==> src/rtl/adc_host_pkg.sv <==
package adc_host_pkg;
  localparam int ADDR_W = 4;
  localparam int BYTE_W = 8;
  localparam int RES_W  = 12;
  localparam int CHAN_W = 4;
  localparam int GAIN_W = 3;
  localparam int CFG_W  = 4;

  // byte offsets inside the 16-location window
  localparam int OFF_LO   = 4;
  localparam int OFF_HI   = 5;
  localparam int OFF_ICLR = 8;
  localparam int OFF_GAIN = 9;
  localparam int OFF_CHAN = 10;
  localparam int OFF_MODE = 11;
  localparam int OFF_SWT  = 12;

  localparam int GAIN_TOP = 4;

  // indices into the write-hit vector
  localparam int NUM_WR  = 5;
  localparam int WR_ICLR = 0;
  localparam int WR_GAIN = 1;
  localparam int WR_CHAN = 2;
  localparam int WR_MODE = 3;
  localparam int WR_SWT  = 4;

  typedef enum logic [1:0] {
    SRC_NONE  = 2'b00,
    SRC_SOFT  = 2'b01,
    SRC_PACER = 2'b10,
    SRC_EXT   = 2'b11
  } trig_src_e;

  typedef struct packed {
    logic      dma_en;
    logic      irq_en;
    trig_src_e src;
  } mode_t;
endpackage

==> src/rtl/adc_addr_decode.sv <==
module adc_addr_decode
  import adc_host_pkg::*;
#(
  parameter int AW = ADDR_W
) (
  input  logic [AW-1:0]     addr,
  input  logic              wr,
  input  logic              rd,
  output logic [NUM_WR-1:0] wr_hit,
  output logic              rd_lo,
  output logic              rd_hi
);
  localparam int WR_OFF [NUM_WR] = '{OFF_ICLR, OFF_GAIN, OFF_CHAN, OFF_MODE, OFF_SWT};

  for (genvar k = 0; k < NUM_WR; k++) begin : g_wr
    assign wr_hit[k] = wr && (addr == AW'(WR_OFF[k]));
  end

  assign rd_lo = rd && (addr == AW'(OFF_LO));
  assign rd_hi = rd && (addr == AW'(OFF_HI));
endmodule

==> src/rtl/adc_cfg_regs.sv <==
module adc_cfg_regs
  import adc_host_pkg::*;
#(
  parameter int CW  = CFG_W,
  parameter int CHW = CHAN_W,
  parameter int GW  = GAIN_W
) (
  input  logic           clk,
  input  logic           rst_n,
  input  logic           wr_chan,
  input  logic           wr_gain,
  input  logic           wr_mode,
  input  logic [CW-1:0]  wdata,
  output logic [CHW-1:0] chan,
  output logic [GW-1:0]  gain,
  output logic           gain_bad,
  output mode_t          mode
);
  always_ff @(posedge clk) begin
    if (!rst_n) begin
      chan <= '0;
      gain <= '0;
      mode <= '{dma_en: 1'b0, irq_en: 1'b0, src: SRC_NONE};
    end else begin
      if (wr_chan) chan <= wdata[CHW-1:0];
      if (wr_gain) gain <= wdata[GW-1:0];
      if (wr_mode) mode <= mode_t'(wdata[$bits(mode_t)-1:0]);
    end
  end

  assign gain_bad = (gain > GW'(GAIN_TOP));
endmodule

==> src/rtl/adc_trig_gate.sv <==
module adc_trig_gate
  import adc_host_pkg::*;
#(
  parameter int SYNC = 2
) (
  input  logic      clk,
  input  logic      rst_n,
  input  trig_src_e src,
  input  logic      sw_hit,
  input  logic      pacer_pulse,
  input  logic      ext_trig,
  input  logic      conv_busy,
  input  logic      conv_done,
  output logic      conv_start
);
  logic [SYNC:0] sh;
  logic          ext_rise;
  logic          req;
  logic          fire;
  logic          in_flight;

  always_ff @(posedge clk) begin
    if (!rst_n) sh <= '0;
    else        sh <= {sh[SYNC-1:0], ext_trig};
  end

  assign ext_rise = sh[SYNC-1] & ~sh[SYNC];

  always_comb begin
    unique case (src)
      SRC_SOFT:  req = sw_hit;
      SRC_PACER: req = pacer_pulse;
      SRC_EXT:   req = ext_rise;
      default:   req = 1'b0;
    endcase
  end

  assign fire = req && !in_flight && !conv_busy;

  always_ff @(posedge clk) begin
    if (!rst_n) begin
      conv_start <= 1'b0;
      in_flight  <= 1'b0;
    end else begin
      conv_start <= fire;
      if (fire)           in_flight <= 1'b1;
      else if (conv_done) in_flight <= 1'b0;
    end
  end
endmodule

==> src/rtl/adc_result_hold.sv <==
module adc_result_hold
  import adc_host_pkg::*;
#(
  parameter int DW = BYTE_W,
  parameter int RW = RES_W
) (
  input  logic          clk,
  input  logic          rst_n,
  input  logic          conv_done,
  input  logic [RW-1:0] conv_data,
  input  logic          rd_lo,
  input  logic          rd_hi,
  input  logic          irq_clr,
  input  logic          irq_en,
  input  logic          dma_en,
  output logic [DW-1:0] rdata,
  output logic          irq,
  output logic          dma_req,
  output logic          rdy_n
);
  localparam int HI_W = RW - DW;

  logic [RW-1:0] res;
  logic [DW-1:0] hi_byte;

  always_ff @(posedge clk) begin
    if (!rst_n) begin
      res     <= '0;
      rdy_n   <= 1'b1;
      irq     <= 1'b0;
      dma_req <= 1'b0;
    end else begin
      // completion outranks the re-arm and the clear
      if (conv_done) begin
        res   <= conv_data;
        rdy_n <= 1'b0;
      end else if (rd_lo) begin
        rdy_n <= 1'b1;
      end
      if (conv_done && irq_en) irq <= 1'b1;
      else if (irq_clr)        irq <= 1'b0;
      dma_req <= conv_done && dma_en;
    end
  end

  always_comb begin
    hi_byte             = '0;
    hi_byte[HI_W-1:0]   = res[RW-1:DW];
    hi_byte[HI_W]       = rdy_n;
  end

  always_comb begin
    if (rd_lo)      rdata = res[DW-1:0];
    else if (rd_hi) rdata = hi_byte;
    else            rdata = '0;
  end
endmodule

==> src/rtl/adc_host_regs.sv <==
module adc_host_regs
  import adc_host_pkg::*;
(
  input  logic              clk,
  input  logic              rst_n,
  input  logic [ADDR_W-1:0] bus_addr,
  input  logic              bus_wr,
  input  logic              bus_rd,
  input  logic [BYTE_W-1:0] bus_wdata,
  output logic [BYTE_W-1:0] bus_rdata,
  output logic [CHAN_W-1:0] chan_sel,
  output logic [GAIN_W-1:0] gain_sel,
  output logic              gain_bad,
  input  logic              pacer_pulse,
  input  logic              ext_trig,
  output logic              conv_start,
  input  logic              conv_busy,
  input  logic              conv_done,
  input  logic [RES_W-1:0]  conv_data,
  output logic              irq,
  output logic              dma_req
);
  logic [NUM_WR-1:0] wr_hit;
  logic              rd_lo;
  logic              rd_hi;
  mode_t             mode;
  logic              irq_en;
  logic              rdy_n;

  adc_addr_decode #(.AW(ADDR_W)) u_dec (
    .addr   (bus_addr),
    .wr     (bus_wr),
    .rd     (bus_rd),
    .wr_hit (wr_hit),
    .rd_lo  (rd_lo),
    .rd_hi  (rd_hi)
  );

  adc_cfg_regs #(.CW(CFG_W), .CHW(CHAN_W), .GW(GAIN_W)) u_cfg (
    .clk      (clk),
    .rst_n    (rst_n),
    .wr_chan  (wr_hit[WR_CHAN]),
    .wr_gain  (wr_hit[WR_GAIN]),
    .wr_mode  (wr_hit[WR_MODE]),
    .wdata    (bus_wdata[CFG_W-1:0]),
    .chan     (chan_sel),
    .gain     (gain_sel),
    .gain_bad (gain_bad),
    .mode     (mode)
  );

  assign irq_en = mode.irq_en;

  adc_trig_gate #(.SYNC(2)) u_trig (
    .clk         (clk),
    .rst_n       (rst_n),
    .src         (mode.src),
    .sw_hit      (wr_hit[WR_SWT]),
    .pacer_pulse (pacer_pulse),
    .ext_trig    (ext_trig),
    .conv_busy   (conv_busy),
    .conv_done   (conv_done),
    .conv_start  (conv_start)
  );

  adc_result_hold #(.DW(BYTE_W), .RW(RES_W)) u_res (
    .clk       (clk),
    .rst_n     (rst_n),
    .conv_done (conv_done),
    .conv_data (conv_data),
    .rd_lo     (rd_lo),
    .rd_hi     (rd_hi),
    .irq_clr   (wr_hit[WR_ICLR]),
    .irq_en    (irq_en),
    .dma_en    (mode.dma_en),
    .rdata     (bus_rdata),
    .irq       (irq),
    .dma_req   (dma_req),
    .rdy_n     (rdy_n)
  );
endmodule

==> config.mk <==
export PLATFORM = sky130hd
export DESIGN_NAME = adc_host_regs
export DESIGN_NICKNAME = d
export VERILOG_FILES = /design/src/rtl/adc_host_pkg.sv /design/src/rtl/adc_addr_decode.sv /design/src/rtl/adc_cfg_regs.sv /design/src/rtl/adc_trig_gate.sv /design/src/rtl/adc_result_hold.sv /design/src/rtl/adc_host_regs.sv
export SDC_FILE = /design/constraint.sdc
export NUM_CORES = 1
export LEC_CHECK = 0
export CORE_UTILIZATION = 55
export CTS_CLUSTER_DIAMETER = 60
export DETAILED_ROUTE_END_ITERATION = 10
export DONT_BUFFER_PORTS = 1
export PLACE_DENSITY = 0.72
export SYNTH_ARGS = -nofsm -noshare
export SYNTH_HDL_FRONTEND = slang
export SYNTH_SLANG_ARGS = --single-unit
==> constraint.sdc <==
create_clock -name clk -period 3.2 [get_ports clk]
set_input_delay 0.16 -clock clk [delete_from_list [all_inputs] [get_ports clk]]
set_output_delay 0.16 -clock clk [all_outputs]
set_load 0.05 [all_outputs]
; Yosys cells after proc, flatten, opt, wreduce, memory -nomap -nowiden
; Index checks and enable logic that the tools add are counted.
[word_totals]
n_memories = 0
register_bits = 31
latch_bits = 0
ram_bits = 0
out_inout_bits = 19
rom_bits = 0
elab_cells = 50
[op_classes]
n_mul = 0
n_bitwise = 2
eq_ne = 10
div_mod_pow = 0
reduce_logical = 16
shift = 0
magnitude_cmp = 1
muxes = 9
n_addsub = 0
[op_table]
columns = operator, n
row1 = $eq 4x4->1 const B, 5
row2 = $logic_and 1x1->1, 11
row3 = $eq 4x3->1 const B, 2
row4 = $mux 8, 1
row5 = $mux 1, 6
row6 = $reduce_bool 2->1, 3
row7 = $mux 5, 1
row8 = $eq 2x2->1 const B, 2
row9 = $gt 3x3->1 const B, 1
row10 = $pmux 1 s3, 1
row11 = $eq 2x1->1 const B, 1
row12 = $logic_not 1->1, 2
row13 = $and 1x1->1, 1
row14 = $not 1->1, 1

; Longest topological paths before layout
; Gate-level depths: netlist (run 1).
[depth]
depth_word = 6
depth_mapped = 4

; Hierarchy
; Synthesis (run 1) repeated with hierarchy kept, for this count alone.
[unflattened]
hier_cells = 131
area_unflattened_um2 = 1331.3
[by_module_without_submodules]
columns = mod, cells_each, area_per_inst_um2, instances, seq_area_each_um2
row1 = adc_result_hold, 67, 650.6, 1, 300.3
row2 = adc_cfg_regs, 37, 425.4, 1, 220.2
row3 = adc_trig_gate, 17, 181.4, 1, 100.1
row4 = adc_addr_decode, 10, 73.8, 1, 0.0

; Worst setup path before layout (run 1)
; No wires, ideal clock.
[synth_timing]
path_type = register to output
start = register u_cfg.gain[0]
end = output port gain_bad
required_time_ns = 3.040
path_buffers = 0
setup_slack_ns = 1.914
stages_incl_launch_ff = 2
arrival_time_ns = 1.126
path_cell_list = dfxtp_1 > o21a_1
[synth_via]
elab_chain_len = 1
[synth_rtl]
columns = item, line_no
row1 = "start, declared", adc_cfg_regs.sv:15  ; output logic [GW-1:0] gain,
row2 = "start signal, assigned", adc_cfg_regs.sv:26  ; if (wr_gain) gain <= wdata[GW-1:0];
row3 = $gt 3x3->1, adc_cfg_regs.sv:31  ; assign gain_bad = (gain > GW'(GAIN_TOP));
row4 = "end, declared", adc_host_regs.sv:13  ; output logic gain_bad,
; Every way passes these cells.

; Final worst setup path (run 1)
[layout_timing]
start = input port rst_n
end = register u_res.rdy_n
[layout_rtl]
columns = item, line_no
row1 = "start, declared", adc_host_regs.sv:5  ; input logic rst_n,
row2 = "end signal, assigned", adc_result_hold.sv:29  ; rdy_n <= 1'b1;
row3 = "end signal, assigned", adc_result_hold.sv:36  ; rdy_n <= 1'b0;
row4 = "end signal, assigned", adc_result_hold.sv:38  ; rdy_n <= 1'b1;
row5 = "end, declared", adc_result_hold.sv:19  ; output logic rdy_n
; No word-level cell between the ends.

==> key figures, run 1 <==
Global routing
  – GR met3 Demand/Resource: 0.0872
  – Gr busiest metal: met2
  – Number of global-route vias before repair: 834
  – Initial antenna violation count: 0
  – Met2 layer usage reported by global route: 0.340
  – Global-route usage over all layers: 0.218
  – First-pass GRT wire length: 3.73 mm
  – Global route overflow: 0
  – Largest net degree at the start of global routing: 34
  – Met1 Use GR: 0.248

Floorplanning
  – IO Count: 51
  – Die width: about 49 um
  – Core Rows: 16
  – Die area: 2420 um^2
  – Initial Util: 0.606
  – Die height: 49.2 um
  – Core Region: 2020 um^2

Yosys
  – Share of the synthesized area in the top cell type: 0.507
  – Sequential area share after synthesis: 0.507
  – Syn Std Cell Area: roughly 1200 um^2
  – Post-synthesis instance total: 122
  – Number of synthesized flops with an enable pin: 0
  – Synth Flop Type: dfxtp_1
  – Synth area leaders: dfxtp_1 51%, mux2i_1 12%, nor2b_1 7.7%
  – Most common cell in the netlist: dfxtp_1
  – Yosys warns: 0
  – Syn_area_per_cell: between 10 and 15 um^2
  – Post-synth top cells: 31 x dfxtp_1, 15 x mux2i_1, 15 x nor2b_1, 10 x o21ai_0, 9 x nand3_1
  – Async set-reset flop share out of synthesis: 0
  – Area leader, netlist: dfxtp_1
  – Syn Nets: roughly 150
  – Flops & latches, synth: 31
  – Yosys cell types: 24

Place
  – Gpl congestion: 0.698
  – Port Buf Inserts: 0
  – HPWL Detailed: 1.63 mm

Worst setup path
  – CP Data Required Time: 3.40 ns
  – WS Path Type: in2reg
  – Worst setup path start: rst_n
  – Capture point of the worst path: u_res.rdy_n$_SDFFE_PN1P_
  – Worst R2R Path Depth: 3
  – Data arrival, critical path: 2.14 ns
  – R2R Path End: u_res.rdy_n$_SDFFE_PN1P_
  – Slowest library cell on the worst path: dlygate4sd3_1
  – Worst setup EP type: flop
  – FF-to-FF setup slack: 1.99 ns
  – Most frequent CP cell: dlygate4sd3_1
  – Crit Reg-Reg Startpoint: u_res.rdy_n$_SDFFE_PN1P_
  – CP startpoint kind: input pin
  – Crit Path Max Fanout: 33
  – Worst-path cell chain: dlygate4sd3_1 -> o21ai_0 -> dlygate4sd3_1
  – Slowest stage delay, CP: ~1.2 ns

Power
  – Gate power share: 0.068
  – Int Pwr: 555 uW
  – Peak VDD IR: ~330 uV
  – Sw frac: 0.218
  – PwrDens: around 510 nW/um^2
  – Seq pwr share: 0.578
  – NetSw: 155 uW
  – Clock power frac: 0.355
  – Pleak: ~0.56 nW

Drt
  – Vias per cell: 5.60
  – Vias post-DR: 902
  – WL/cell: 15.0 um
  – Remaining antenna violation count: 0
  – Drt drc: 0
  – DR pass1 iterations: 5
  – Drt initial violations: 8
  – WL final: 2.42 mm

Timing
  – Relative slew slack: 0.374
  – Hold WS: roughly 0.012 ns
  – Post-layout min period: 1.94 ns
  – Hold Vio Cnt, Final: 0
  – Worst-Margin Slew: 0.937 ns
  – Max-slew violations: 0
  – Unrepaired setup endpoints after global routing: no
  – Max frequency: about 520 MHz
  – Final period util: 0.605
  – Worst Skew: between 0.002 and 0.0025 ns
  – Final setup TNS: 0 ns
  – Setup violations, final: 0

Clocking
  – Clock root buffer: clkbuf_4
  – Clock latency on the worst-skew pair: 0.32 ns
  – TritonCTS buffer count: 5
  – Clock sink total: 31
  – Clk buf depth: 2
  – Worst-path clk slew: 0.09 ns
  – CTS tree: yes
  – Post-CTS sizing: 0
  – Setup bufs post-CTS: 0
  – Htree depth: 2

Layout
  – Area delta synth->final: 14.5%
  – Diodes inserted: 0
  – Share of cells above drive strength 1: 0.0597
  – Post-layout net count: 165
  – Layout fillers: 170

Run status
  – Outcome: complete, no violations

Flow run
  – Max cap viols: 0

Worst hold path
  – Worst hold path class: in2reg
[cells in the final DEF, fill, tap and decap left out]
cell type	n
dlygate4sd3_1	10
a22o_1	5
nor3_1	1
nor3_2	1
o21ai_0	10
dfxtp_1	31
nor2b_1	15
and4b_1	1
a21boi_0	1
and3_1	1
clkbuf_1	1
o21a_1	1
nand3b_1	2
mux2i_1	15
nand3_1	9
clkbuf_8	2
nand2b_1	1
and2b_1	1
and3b_1	2
and2_1	6
nand4bb_1	1
clkbuf_4	5
o21bai_1	1
nand2_1	7
o311a_1	1
nor2_1	3
[per-layer routing]
metal,part of all wire,vias to the layer above
li1,-,449
met1,0.44,409
met2,0.47,38
met3,0.072,6
met4,0.023,0
met5,0,-
[area by class of cell]
| cell class | instances | area [um^2] | area share |
|---|---|---|---|
| Sequential cell | 31 | 621 | 0.442 |
| Timing Repair Buffer | 10 | 100 | 0.0714 |
| Multi-Input combinational cell | 85 | 579 | 0.413 |
| Clock buffer | 8 | 68.8 | 0.0491 |
| Tap cell | 27 | 33.8 | 0.0241 |
[worst max-delay path: cells and delay by family]
| kind | cells | cell delay [ns] |
|---|---|---|
| compound gates | 1 | 0.21 |
| buf+inv | 2 | 1.77 |
[metrics by stage]
stage / std cells / util / cell area [um^2] / total power [mW] / setup slack, ns
4_1_cts: 159 / 0.684 / 1380 / 0.717 / 1.32
6_report: 161 / 0.694 / 1400 / 0.710 / 1.26
5_1_grt: 161 / 0.694 / 1400 / 0.743 / 1.18
3_5_place_dp: 143 / 0.610 / 1230 / 0.452 / 1.69
2_1_floorplan: 122 / - / 1220 / 0.455 / 1.91
3_3_place_gp: 143 / 0.610 / 1230 / 0.449 / 1.73
[cells by family (layout without fill, tap and decap cells)]
logic type | Yosys count | in the layout | synth area share
AO/OA/AOI/OAI | 19 | 19 | 0.103
buffers and inverters | 6 | 18 | 0.0204
flip-flops | 31 | 31 | 0.507
multiplexers | 15 | 15 | 0.123
AND/OR/NAND/NOR | 51 | 51 | 0.247
[flip-flops by register name, summed over array words and instances (netlist names), 3 cells and up]
| signal | flops |
|---|---|
| u_res.res | 12 |
| u_cfg.gain | 3 |
| u_cfg.chan | 4 |
| u_trig.sh | 3 |
| u_cfg.mode | 4 |
[timing repair]
item	in CTS	in global routing
setup endpoints to repair	0	0
hold endpoints to repair	31	2
hold buffers	8	2
[worst min-delay path by stage]
| stage | start | endpoint | slack [ns] | depth (start not counted) |
|---|---|---|---|---|
| final | conv_data[11] | u_res.res[11]$_SDFFE_PN0P_ | 0.01 | 2 |
| after global routing | bus_wdata[2] | u_cfg.gain[2]$_SDFFE_PN0P_ | 0.0002 | 2 |
| after CTS | conv_data[0] | u_res.res[0]$_SDFFE_PN0P_ | 0.0008 | 2 |
| after detailed placement | rst_n | u_res.rdy_n$_SDFFE_PN1P_ | 0.25 | 1 |
| after global placement | rst_n | u_res.rdy_n$_SDFFE_PN1P_ | 0.24 | 1 |
| after floorplan | ext_trig | u_trig.sh[0]$_SDFF_PN0_ | 0.29 | 1 |
[power by group through the flow]
stage | clock, mW | combinational (mW) | sequential, mW
after detailed placement | 0 | 0.0329 | 0.419
after floorplan | 0 | 0.0378 | 0.417
final | 0.252 | 0.0482 | 0.410
after CTS | 0.261 | 0.0461 | 0.410
after global placement | 0 | 0.0313 | 0.418
after global routing | 0.278 | 0.0528 | 0.412
(Power assumes the default switching activity.)
==> inputs of run 2 (changes only) <==
--- a/config.mk
+++ b/config.mk
@@ -5,11 +5,12 @@
 export SDC_FILE = /design/constraint.sdc
 export NUM_CORES = 1
 export LEC_CHECK = 0
+export ABC_AREA = 1
 export CORE_UTILIZATION = 55
 export CTS_CLUSTER_DIAMETER = 60
 export DETAILED_ROUTE_END_ITERATION = 10
 export DONT_BUFFER_PORTS = 1
-export PLACE_DENSITY = 0.72
+export PLACE_DENSITY = 0.75
 export SYNTH_ARGS = -nofsm -noshare
 export SYNTH_HDL_FRONTEND = slang
 export SYNTH_SLANG_ARGS = --single-unit
==> constraint.sdc (replaced) <==
create_clock -name clk -period 1.7 [get_ports clk]
set_input_delay 0.085 -clock clk [delete_from_list [all_inputs] [get_ports clk]]
set_output_delay 0.085 -clock clk [all_outputs]
set_load 0.05 [all_outputs]
==> run 2 against run 1 <==
  * Clock skew down 0.0016 ns
  * Via count up 36%
  * Critical path depth up 1
  * Register-to-register slack worse by 1.3 ns
  * Power up 100%
  * Global-route usage up 5.5 points
  * Design area up 23%
  * Critical path type is now in2out
  * Critical endpoint is now bus_rdata[2]
  * Largest cell class unchanged
  * Largest power group unchanged
  * Highest routed layer unchanged
==> key figures, run 2 <==
Yosys
  – Post-synth top cells: 46 x nand2_1, 31 x dfxtp_1, 28 x nor2_1, 22 x inv_1, 8 x o21ai_1
  – Synth area leaders: dfxtp_1 46%, nand2_1 13%, nor2_1 7.7%
  – Yosys warns: 0
  – Sequential area share after synthesis: 0.457
  – Syn_area_per_cell: 7.51 um^2
  – Syn Nets: roughly 210
  – Async set-reset flop share out of synthesis: 0
  – Most common cell in the netlist: nand2_1
  – Area leader, netlist: dfxtp_1
  – Yosys cell types: 22
  – Synth Flop Type: dfxtp_1
  – Post-synthesis instance total: 181
  – Flops & latches, synth: 31
  – Syn Std Cell Area: 1360 um^2
  – Share of the synthesized area in the top cell type: 0.457
  – Number of synthesized flops with an enable pin: 0

Layout
  – Register with the most flip-flops: u_res.res
  – Max reg flops: 12
  – Area delta synth->final: 26.9%
  – Diodes inserted: 0
  – Post-layout net count: 246
  – Biggest regs: u_res.res x12, u_cfg.chan x4, u_cfg.mode x4
  – Most common cell after layout, fill and taps aside: nand2_1
  – Share of cells above drive strength 1: 0.186
  – Most frequent cells in the layout: 46 x nand2_1, 31 x dfxtp_1, 28 x nor2_1, 23 x dlygate4sd3_1, 22 x inv_1
  – Design area: 1720 um^2
  – Finished Core Util: 0.758

Timing
  – Hold Vio Cnt, Final: 0
  – Unrepaired setup endpoints after global routing: yes
  – Final period util: 0.984
  – Post-layout min period: between 1.5 and 2 ns
  – Worst Skew: 0.000835 ns
  – Max frequency: 598 MHz
  – Relative slew slack: 0.591
  – Final setup TNS: 0 ns
  – Hold WS: between 0.005 and 0.006 ns
  – Max-slew violations: 0
  – Setup violations, final: 0
  – Worst-Margin Slew: 0.612 ns

Clocking
  – Post-CTS sizing: 0
  – Htree depth: 2
  – Clock latency on the worst-skew pair: between 0.3 and 0.4 ns
  – TritonCTS buffer count: 5
  – Worst-path clk slew: 0.10 ns
  – Setup bufs post-CTS: 0
  – CTS tree: yes
  – Clk buf depth: 2
  – Clock sink total: 31
  – Clock root buffer: clkbuf_4

Global routing
  – Number of global-route vias before repair: roughly 1.2k
  – Global-route usage over all layers: 0.273
  – Initial antenna violation count: 0
  – First-pass GRT wire length: 5.20 mm
  – Largest net degree at the start of global routing: 18
  – Global route overflow: 0

Drt
  – WL final: 3.16 mm
  – Remaining antenna violation count: 0
  – Drt drc: 0
  – WL/cell: 13.0 um
  – DR pass1 iterations: 4
  – Vias per cell: about 5.1
  – Drt initial violations: 33
  – Vias post-DR: 1,230

Worst hold path
  – Hold path depth: 4
  – Worst hold path class: in2reg

Worst setup path
  – Crit Path Max Fanout: 9
  – Worst-path cell chain: dlygate4sd3_1 -> nor2_2 -> nand4_4 -> o21ai_2
  – Stages on worst setup path: 4
  – Crit path buffers/inverters: 1
  – Worst R2R Path Depth: 2
  – Data arrival, critical path: 1.59 ns
  – Worst setup EP type: primary output
  – CP Data Required Time: 1.62 ns
  – Slowest stage delay, CP: 0.56 ns
  – Crit-path leading delay family: buffers and inverters
  – CP startpoint kind: input pin
  – FF-to-FF setup slack: between 0.7 and 0.8 ns
  – Slowest library cell on the worst path: dlygate4sd3_1
  – WS Path Type: in2out

Power
  – PwrDens: 835 nW/um^2
  – Peak VDD IR: 901 uV
  – Total power: 1.44 mW
  – Pleak: approximately 0.76 nW

Floorplanning
  – Core Region: 2280 um^2
  – Die height: 51.7 um
  – Initial Util: 0.597
  – Core Rows: 17
  – Die width: 51.7 um
  – Die area: 2670 um^2
  – IO Count: 51

Place
  – HPWL Detailed: between 1.5 and 2 mm
  – Port Buf Inserts: 0
  – Gpl congestion: 0.804
  – DP Area: between 1000 and 1500 um^2

Run status
  – Outcome: complete, no violations

Flow run
  – Max cap viols: 0
==> run 2: cell count changes after synthesis, sizes merged, moves of 6 or more <==
cell | previous run | this run
nand2 | 7 | 49
nor2 | 3 | 35
and2 | 6 | 0
mux2i | 15 | 0
inv | 0 | 29
nor2b | 15 | 0
==> run 2: tightest hold or removal path: stages <==
cell and delay (ns):
nor2_2 0.05, nand2_1 0.06, nand3_1 0.07, nand2_1 0.06
==> run 2: logic make-up (layout without fill, tap and decap cells) <==
group / after synthesis / after routing / synth area share
simple gates: 96 / 96 / 0.340
flops: 31 / 31 / 0.457
buf+inv: 32 / 66 / 0.0930
compound gates: 22 / 22 / 0.110
==> run 2: cell type report <==
cell class	count	area (um^2)
clock inverter	1	7.51
sequential	31	621
timing repair buffer	29	275
clock buffer	7	65.1
tap	28	35.0
inverter	29	109
multi-input combinational	118	612
fill	173	552
==> run 2: what timing repair did <==
action / CTS / global route
hold buffers: 23 / 0
hold endpoints to repair: 31 / 0
setup endpoints to repair: 0 / 5
==> run 2: layer usage <==
metal | part of all wire | track usage | vias to the layer above
met5 | 0 | 0 | -
met4 | 0.021 | 0.135 | 0
met3 | 0.068 | 0.0789 | 7
met2 | 0.46 | 0.420 | 40
met1 | 0.45 | 0.345 | 554
li1 | - | - | 629
==> run 2: final timing paths <==
check / start / to
setup reg to reg: u_res.irq$_SDFFE_PN0P_ / u_res.irq$_SDFFE_PN0P_
setup / recovery: bus_addr[1] / bus_rdata[2]
hold / removal: bus_addr[2] / u_res.irq$_SDFFE_PN0P_
hold reg to reg: u_trig.sh[0]$_SDFF_PN0_ / u_trig.sh[1]$_SDFF_PN0_
==> run 2: per-stage QoR <==
| stage | setup WS (ns) | cells |
|---|---|---|
| final | 0.0279 | 243 |
| after detailed placement | 0.625 | 212 |
| after floorplan | 0.488 | 181 |
| after CTS | 0.0353 | 243 |
| after global routing | -0.0355 | 243 |
| after global placement | 0.645 | 212 |
==> run 2: power breakdown <==
| group | switching (mW) | internal [mW] | total (mW) |
|---|---|---|---|
| sequential | 0.0215 | 0.754 | 0.776 |
| combinational | 0.0987 | 0.0723 | 0.171 |
| clock | 0.251 | 0.241 | 0.493 |
==> inputs of run 3 (changes only) <==
--- a/config.mk
+++ b/config.mk
@@ -6,11 +6,12 @@
 export NUM_CORES = 1
 export LEC_CHECK = 0
 export ABC_AREA = 1
-export CORE_UTILIZATION = 55
+export CORE_UTILIZATION = 45
+export CTS_BUF_LIST = sky130_fd_sc_hd__clkbuf_4
 export CTS_CLUSTER_DIAMETER = 60
 export DETAILED_ROUTE_END_ITERATION = 10
 export DONT_BUFFER_PORTS = 1
-export PLACE_DENSITY = 0.75
+export PLACE_DENSITY = 0.64
 export SYNTH_ARGS = -nofsm -noshare
 export SYNTH_HDL_FRONTEND = slang
 export SYNTH_SLANG_ARGS = --single-unit
==> run 3 against run 2 <==
  * Design area shrank 2.4%
  * Critical path depth is the same
  * The run now ends with DRC left
  * Highest routed layer unchanged
  * Largest cell class unchanged
  * Worst hold slack better by 0.015 ns
==> key figures, run 3 (same netlist as run 2, synthesis figures left out) <==
Layout
  – Final Non-Filler Cells: 243
  – Finished Core Util: 0.600
  – Register with the most flip-flops: u_res.res
  – Most common cell after layout, fill and taps aside: nand2_1
  – Post-layout net count: 243
  – Multi-input gate area: 612 um^2
  – Biggest regs: u_res.res x12, u_cfg.chan x4, u_cfg.mode x4
  – Layout fillers: roughly 260
  – Diodes inserted: 0
  – Reg area: 621 um^2
  – Max reg flops: 12
  – Area delta synth->final: 23.8%
  – Most frequent cells in the layout: 46 x nand2_1, 31 x dfxtp_1, 28 x nor2_1, 22 x inv_1, 20 x dlygate4sd3_1
  – Share of cells above drive strength 1: 0.189
  – Design area: 1680 um^2

Place
  – Placed cells: between 200 and 250
  – Port Buf Inserts: 0
  – DP Area: 1430 um^2
  – HPWL Detailed: 2.08 mm
  – Gpl congestion: 0.783

Worst setup path
  – Crit Reg-Reg Startpoint: u_res.irq$_SDFFE_PN0P_
  – CP Data Required Time: 1.62 ns
  – Slowest stage delay, CP: 0.56 ns
  – Worst setup EP type: primary output
  – R2R Path End: u_res.irq$_SDFFE_PN0P_
  – Worst setup path start: bus_addr[1]
  – Slowest library cell on the worst path: dlygate4sd3_1
  – FF-to-FF setup slack: 0.78 ns
  – CP startpoint kind: input pin
  – Worst R2R Path Depth: 2
  – Crit Path Max Fanout: 9
  – Crit-path leading delay family: buffers and inverters
  – Capture point of the worst path: bus_rdata[4]
  – Crit path buffers/inverters: 1
  – Stages on worst setup path: 4
  – Worst-path cell chain: dlygate4sd3_1 -> nor2_2 -> nand4_4 -> o21ai_2
  – Data arrival, critical path: 1.58 ns
  – WS Path Type: in2out

Clocking
  – Post-CTS sizing: 0
  – Clock latency on the worst-skew pair: 0.32 ns
  – Clock sink total: 31
  – Htree depth: 2
  – TritonCTS buffer count: 5
  – Worst-path clk slew: 0.09 ns
  – Clk buf depth: 2
  – Setup bufs post-CTS: 0
  – Clock root buffer: clkbuf_4
  – CTS tree: yes

Drt
  – Remaining antenna violation count: 0
  – Met2 Routed Length: ~1.4 mm
  – Drt initial violations: 71
  – DR pass1 iterations: 7
  – WL final: 3.02 mm
  – WL/cell: 12.4 um
  – Vias per cell: 4.97
  – Vias post-DR: 1,207
  – WL met1: ~1.4 mm
  – Met3 WL post-DR: 217 um
  – Max Used Layer: met4
  – Drt drc: 2

Power
  – PwrDens: 812 nW/um^2
  – Pleak: 0.742 nW
  – Peak VDD IR: 401 uV
  – Total power: about 1.4 mW

Floorplanning
  – Die area: between 3000 and 4000 um^2
  – Die width: 57.0 um
  – Core Rows: 19
  – IO Count: 51
  – Initial Util: 0.484
  – Die height: roughly 57 um
  – Core Region: 2810 um^2

Global routing
  – Initial antenna violation count: 0
  – First-pass GRT wire length: between 5 and 6 mm
  – Largest net degree at the start of global routing: 18
  – Global route overflow: 0
  – Number of global-route vias before repair: 1,182
  – Global-route usage over all layers: 0.207

Flow run
  – Max cap viols: 0

Timing
  – Worst Skew: 0.00578 ns
  – Final period util: 0.982
  – Unrepaired setup endpoints after global routing: yes
  – Max frequency: 599 MHz
  – Hold Vio Cnt, Final: 0
  – Post-layout min period: 1.67 ns
  – Relative slew slack: 0.588
  – Setup violations, final: 0
  – Worst-Margin Slew: between 0.6 and 0.7 ns
  – Max-slew violations: 0

Run status
  – Outcome: complete, but fails checks
  – Failing checks: DRC

Worst hold path
  – Worst hold path class: in2reg
-- run 3: worst min-delay path: stages --
cell and delay (ns):
inv_1 0.05, nand2_1 0.07, nand2_1 0.04, nor2_1 0.07
-- run 3: final cells by class --
type / count / share of cell area
Timing Repair Buffer: 26 / 0.146
Clock inverter: 1 / 0.00297
Sequential cell: 31 / 0.369
Tap cell: 31 / 0.0230
Clock buffer: 7 / 0.0312
Inverter: 29 / 0.0647
Multi-Input combinational cell: 118 / 0.364
-- run 3: metal layers --
layer,track usage,vias to the layer above
met2,0.331,40
met3,0.0703,9
met5,0,-
met1,0.254,539
met4,0.0871,0
li1,-,619
-- run 3: where the power goes --
group | total, mW | switching (mW) | leakage (nW) | internal [mW]
registers | 0.775 | 0.0214 | 0.253 | 0.754
logic | 0.161 | 0.0937 | 0.452 | 0.0676
clock network | 0.431 | 0.238 | 0.0361 | 0.193
-- run 3: timing repair --
item	4_1_cts	5_1_grt
endpoints found under the setup margin	0	5
endpoints found under the hold margin	30	0
hold buffers	20	0
-- run 3: through the flow --
stage	TNS, ns	hold slack [ns]	setup WS, ns
after CTS	0	0.00524	0.0245
after detailed placement	0	0.189	0.628
after global routing	-0.0749	0.0196	-0.0160
final	0	0.0208	0.0311
after global placement	0	0.186	0.631
after floorplan	0	0.183	0.488
-- run 3: worst min-delay path by stage --
stage	startpoint	end	slack, ns	depth (start not counted)
detailed placement	rst_n	u_trig.sh[0]$_SDFF_PN0_	0.19	2
finish	bus_wdata[1]	u_cfg.mode[1]$_SDFFE_PN0P_	0.02	4
global placement	rst_n	u_trig.sh[0]$_SDFF_PN0_	0.19	2
floorplan	ext_trig	u_trig.sh[0]$_SDFF_PN0_	0.18	2
global route	bus_rd	u_res.rdy_n$_SDFFE_PN1P_	0.02	2
CTS	bus_wdata[1]	u_cfg.mode[1]$_SDFFE_PN0P_	0.005	4
